===== src/rtl/serial_add2_pkg.sv =====
package serial_add2_pkg;
  localparam int unsigned FRAME_BITS = 4;
  localparam int unsigned ADDEND     = 2;
  localparam int unsigned POS_W      = $clog2(FRAME_BITS);
  typedef logic [POS_W-1:0] pos_t;
endpackage


===== src/rtl/sa_pos_counter.sv =====
module sa_pos_counter
  import serial_add2_pkg::*;
(
  input  logic clk_i,
  input  logic rst_ni,
  input  logic adv_i,
  output pos_t pos_o,
  output logic last_o
);
  localparam pos_t LAST_POS = pos_t'(FRAME_BITS - 1);

  pos_t pos_q;

  always_ff @(posedge clk_i or negedge rst_ni) begin
    if (!rst_ni)    pos_q <= '0;
    else if (adv_i) pos_q <= (pos_q == LAST_POS) ? '0 : pos_q + pos_t'(1);
  end

  assign pos_o  = pos_q;
  assign last_o = (pos_q == LAST_POS);


  hold_in_gap_chk: assert property (@(posedge clk_i) disable iff (!rst_ni)
    !adv_i |=> $stable(pos_q));


  advance_chk: assert property (@(posedge clk_i) disable iff (!rst_ni)
    (adv_i && pos_q != LAST_POS) |=> pos_q == $past(pos_q) + pos_t'(1));


  wrap_chk: assert property (@(posedge clk_i) disable iff (!rst_ni)
    (adv_i && pos_q == LAST_POS) |=> pos_q == '0);
endmodule


===== src/rtl/sa_const_adder.sv =====
module sa_const_adder
  import serial_add2_pkg::*;
(
  input  logic clk_i,
  input  logic rst_ni,
  input  logic vld_i,
  input  logic bit_i,
  input  pos_t pos_i,
  input  logic last_i,
  output logic sum_o,
  output logic cout_o
);
  localparam logic [FRAME_BITS-1:0] ADD_VEC = ADDEND[FRAME_BITS-1:0];

  logic carry_q;
  logic k_bit;

  assign k_bit  = ADD_VEC[pos_i];
  assign sum_o  = vld_i & (bit_i ^ k_bit ^ carry_q);
  assign cout_o = (bit_i & k_bit) | (carry_q & (bit_i ^ k_bit));

  // carry dropped at frame end so the next frame starts clean
  always_ff @(posedge clk_i or negedge rst_ni) begin
    if (!rst_ni)    carry_q <= 1'b0;
    else if (vld_i) carry_q <= last_i ? 1'b0 : cout_o;
  end


  carry_clear_chk: assert property (@(posedge clk_i) disable iff (!rst_ni)
    (pos_i == '0) |-> !carry_q);


  carry_hold_chk: assert property (@(posedge clk_i) disable iff (!rst_ni)
    !vld_i |=> $stable(carry_q));
endmodule


===== src/rtl/serial_add2.sv =====
module serial_add2
  import serial_add2_pkg::*;
(
  input  logic clk_i,
  input  logic rst_ni,
  input  logic bit_vld_i,
  input  logic bit_i,
  output logic sum_o,
  output logic ovf_o
);
  pos_t pos;
  logic last;
  logic cout;

  sa_pos_counter u_pos (
    .clk_i  (clk_i),
    .rst_ni (rst_ni),
    .adv_i  (bit_vld_i),
    .pos_o  (pos),
    .last_o (last)
  );

  sa_const_adder u_add (
    .clk_i  (clk_i),
    .rst_ni (rst_ni),
    .vld_i  (bit_vld_i),
    .bit_i  (bit_i),
    .pos_i  (pos),
    .last_i (last),
    .sum_o  (sum_o),
    .cout_o (cout)
  );

  assign ovf_o = bit_vld_i & last & cout;


  gap_quiet_chk: assert property (@(posedge clk_i) disable iff (!rst_ni)
    !bit_vld_i |-> (!sum_o && !ovf_o));


  ovf_pos_chk: assert property (@(posedge clk_i) disable iff (!rst_ni)
    ovf_o |-> (bit_vld_i && pos == pos_t'(FRAME_BITS - 1)));


  bit0_pass_chk: assert property (@(posedge clk_i) disable iff (!rst_ni)
    (bit_vld_i && pos == pos_t'(0)) |-> (sum_o == bit_i));


  bit1_inv_chk: assert property (@(posedge clk_i) disable iff (!rst_ni)
    (bit_vld_i && pos == pos_t'(1)) |-> (sum_o == !bit_i));
endmodule


===== config.mk =====
export PLATFORM = sky130hd
export DESIGN_NAME = serial_add2
export DESIGN_NICKNAME = d
export VERILOG_FILES = /design/src/rtl/serial_add2_pkg.sv /design/src/rtl/sa_pos_counter.sv /design/src/rtl/sa_const_adder.sv /design/src/rtl/serial_add2.sv
export SDC_FILE = /design/constraint.sdc
export NUM_CORES = 1
export LEC_CHECK = 0
export ABC_AREA = 1
export CAP_MARGIN = 10
export CORE_AREA = 4 4 41 43
export DETAILED_ROUTE_END_ITERATION = 8
export DIE_AREA = 0 0 45 47
export PLACE_DENSITY = 0.42
export SYNTH_ARGS = -nofsm -noshare
export SYNTH_HDL_FRONTEND = slang
export SYNTH_SLANG_ARGS = --single-unit

===== constraint.sdc =====
create_clock -name clk_i -period 2.5 [get_ports clk_i]
set_input_delay 0.5 -clock clk_i [delete_from_list [all_inputs] [get_ports clk_i]]
set_output_delay 0.5 -clock clk_i [all_outputs]
set_load 0.005 [all_outputs]

======== Yosys cells after proc, flatten, opt, wreduce, memory -nomap -nowiden ========
Index checks and enable logic that the tools add are counted.
W data, S select, Z words.
word-level totals
  output and inout port bits .............. 2
  word-level logic and storage cells ...... 17
  bits in registers ....................... 3
operators by class
  $add $sub $neg .......................... 1
  bitwise operators ....................... 8
  $lt $le $gt $ge ......................... 1
  eq/ne operators ......................... 1
  multiplexer cells ....................... 4
operators by type and width
  operator               number
  $and A1 B1 Y1          5
  $lt A2 B3 Y1 const B   1
  $add A2 B1 Y2 const B  1
  $bmux W1 S2            1
  $eq A2 B2 Y1 const B   1
  $mux W1                2
  $mux W2                1
  $xor A1 B1 Y1          2
  $or A1 B1 Y1           1

======== Depth between registers and ports, before layout ========
  depth in word-level cells ............... 6
  gate-level depth with buffers ........... 5

======== Cells and area by module ========
A second synthesis with hierarchy kept.
unflattened totals
  cell total of the unflattened synthesis .. 25
  area, all modules ....................... 186.4 µm²
by module, submodules not included
  module          instances  cells an instance  seq. area each (µm²)  area each (µm²)
  sa_pos_counter  1          11                 50.0                  92.6
  sa_const_adder  1          11                 25.0                  80.1
  serial_add2     1          3                  0.0                   13.8

======== Least setup slack after synthesis ========
No wires, ideal clock.
  path type ............................... flip-flop to output port
  start ................................... reg u_pos.pos_q[0], in the netlist u_pos.pos_o[0]
  end ..................................... out sum_o
  path slack .............................. 843 ps
  data arrival time ....................... 1157 ps
  data required time ...................... 2000 ps
  buffers on the path ..................... 0
  cell stages (with the launch flop) ...... 5
  path through ............................ dfrtp_1 -> ha_1 -> fa_1 -> nand2_1 -> inv_1
between the ends
  cells in the longest elaborated chain, start to end .. 5
ends and longest elaborated chain
  what                           RTL line              RTL
  start: declaration             sa_pos_counter.sv:12  pos_t pos_q;
  start signal: assignment       sa_pos_counter.sv:16  else if (adv_i) pos_q <= (pos_q == LAST_POS) ? '0 : pos_q + pos_t'(1);
  $bmux W1 S2                    sa_const_adder.sv:18  assign k_bit = ADD_VEC[pos_i];
  $mux W1 (implied by the code)  sa_const_adder.sv:18
  $xor A1 B1 Y1 (2 in a row)     sa_const_adder.sv:19  assign sum_o = vld_i & (bit_i ^ k_bit ^ carry_q);
  $and A1 B1 Y1                  sa_const_adder.sv:19
  end: declaration               serial_add2.sv:8      output logic sum_o,
No other way between the ends. The select of a mux whose other input is x is not followed.

======== Final worst setup path ========
Ends and elaborated chain as after synthesis.

==> results.md <==
* Area grow syn2layout at 55.7%
* RSZ-0062 raised after global routing: false
* Min-delay worst type: in2async
* Average footprint of a synthesized cell at 8.47 µm²
* Worst Slack Setup Final at 0.115 ns
* Final Util at 0.223
* Row count at 13
* Routability Congestion at about 0.70
* Die width at between 40 and 50 µm
* Clk_lat worst skew at 0.23 ns
* Worst reg-to-reg path cell count at 4
* Register area at 75.1 µm²
* Post-Route WL at 398 µm
* Seq cells post-synth at 3
* Num CTS Buffers at 3
* Vias at 176
* Share of the yosys chip area belonging to registers at 0.403
* DRC Markers at 0
* Drt via density at 3.74
* Clock skew at about 0.0030 ns
* Core area at 0.00130 mm²
* Max transition margin at 0.863
* Cells after Synth at 22
* Endpoints failing hold at 0
* DRT Pass-1 Iters at 3
* Port bufs at 5
* Antenna Cells at 0
* Largest net degree at the start of global routing at 6
* Antenna violations before repair at 0
* Starting DRT DRC Count at 3
* Layout cells sized above 1 at 0.219
* Final Cycle Share at 0.954
* Finished Layout Cells at 47
* Netlist cell types at 9
* Worst setup EP type: output port
* Critical path type: reg2out
* Worst Path Arrival at 1.89 ns
* Peak VDD IR at about 0.35 mV
* Reg2reg end: u_add.carry_q$_DFFE_PN0P_
* Startpoint types: flop
* CP max stage delay at 0.49 ns
* Area of the multi-input gates at 98.8 µm²
* Crit Path Max Fanout at 3
* R2R Path Start: u_pos.pos_o[0]$_DFFE_PN0P_
* Sum of buffers and inverters on the critical path at 2
* Max cap viols at 0
* Vias in the first global route at 174
* GRT Util Overall at 0.0524
* Yosys Warn Count at 0
* Starting Density at 0.143
* # IOs at 6
* First-pass GRT wire length at 696 µm
* Top delay family on crit path: adder cells
* CTS Buffer Depth at 2
* Routed len/inst at around 8.5 µm
* Die height at 47 µm
* Pleak at 0.147 nW
* Final setup fails at 0
* Final-report max-slew violation count at 0
* Hold slack at between 0.4 and 0.5 ns
* Reg clk slew, reported paths at roughly 0.040 ns
* Worst slew pin tran at 0.205 ns
* Pre-CTS setup slack at -0.0676 ns
* Crit path time final at 2.39 ns
* Grt total ovfl at 0
* Layout fillers at 154
* Status: completed
* Slowest cell on the critical path: clkdlybuf4s50_1
* Setup_tns at 0 ns
* H-tree depth at 1
* Clock Tree Root: clkbuf_4
* Cts hold-fix bufs at 0
* Synth Cell Area at 186 µm²
* CTS tree: built
* Post-route cell area at 290 µm²
* Design Power at 0.292 mW
* Routed Antenna Nets at 0
* Full die area at 0.00212 mm²
* Nets@finish at 40
* # clock sinks at 3
* Cells along the critical path: ha_2, fa_1, nand2_1, inv_1, clkdlybuf4s50_1
* Worst EP required at 2.00 ns
* DP Area at 255 µm²
* F_max at 0.419 GHz
* R2R Setup Slk at around 1.3 ns
* Power per Cell Area at 1010 mW/mm²
* Detail Placement HPWL at about 280 µm
* Placed insts at 42
* Mapped Nets at 29
==> cells in the mapped netlist <==
cell,instances,area [µm²]
nand2_1,8,30.0
o21ai_2,1,8.76
inv_1,3,11.3
ha_1,2,25.0
nor2_1,2,7.51
fa_1,1,20.0
inv_2,1,3.75
nand3_1,1,5.00
dfrtp_1,3,75.1
==> power by group <==
group | total (mW) | leakage, nW | internal [mW] | switching, mW
clock network | 0.0841 | 0.0150 | 0.0597 | 0.0243
registers | 0.0870 | 0.0377 | 0.0696 | 0.0173
logic | 0.121 | 0.0943 | 0.0653 | 0.0561
==> layout make-up <==
type	count	share of cell area
multi-input combinational	15	0.341
sequential	3	0.259
timing repair buffer	6	0.194
clock buffer	4	0.0905
tap	15	0.0647
inverter	4	0.0517
==> state kept, by name, indices dropped and copies added (netlist names) <==
| signal | cells |
|---|---|
| u_pos.pos_o | 2 |
| u_add.carry_q | 1 |
==> cell usage in the layout, fill, tap and decap left out <==
cell,count
nand2_1,8
clkdlybuf4s50_1,4
inv_1,3
clkbuf_4,3
dfrtp_1,3
nor2_1,2
nand3_1,1
inv_2,1
o21ai_2,1
fa_1,1
ha_2,1
ha_1,1
clkbuf_1,1
dlygate4sd2_1,1
buf_4,1
==> logic make-up (layout without fill, tap and decap cells) <==
logic type,after synthesis,after routing,synth area share
fa+ha+maj,3,3,0.242
flops,3,3,0.403
buf+inv,4,14,0.0805
simple gates,11,11,0.228
compound gates,1,1,0.0470
==> worst register-to-register path, stage by stage, from the launching register on <==
cell     delay [ns]
dfrtp_1        0.39
ha_2           0.20
fa_1           0.38
nand3_1        0.10
nand2_1        0.06
==> worst max path at each step <==
| stage | startpoint | to | slack (ns) | depth (start not counted) |
|---|---|---|---|---|
| after floorplan | u_pos.pos_o[0]$_DFFE_PN0P_ | sum_o | 0.84 | 4 |
| after global placement | bit_i | sum_o | -0.05 | 5 |
| after detailed placement | bit_i | sum_o | -0.07 | 5 |
| after CTS | u_pos.pos_o[0]$_DFFE_PN0P_ | sum_o | 0.07 | 5 |
| after global routing | u_pos.pos_o[0]$_DFFE_PN0P_ | sum_o | 0.005 | 5 |
| final | u_pos.pos_o[0]$_DFFE_PN0P_ | sum_o | 0.11 | 5 |
==> metal layers <==
metal  share of wire  vias to the layer above  wire, µm  GRT usage
met2            0.45                        8       179     0.0706
met1            0.39                       82       156     0.0530
met5               0                        -         0          0
met3            0.12                        2        46     0.0115
li1                -                       84         -          -
met4           0.038                        0        15     0.0877
==> what timing repair did <==
action	CTS	global route
setup buffers	0	1
resized for setup	1	1
setup endpoints to repair	1	1
endpoints found under the hold margin	0	0
No activity file was read; power rests on OpenSTA's default activity.
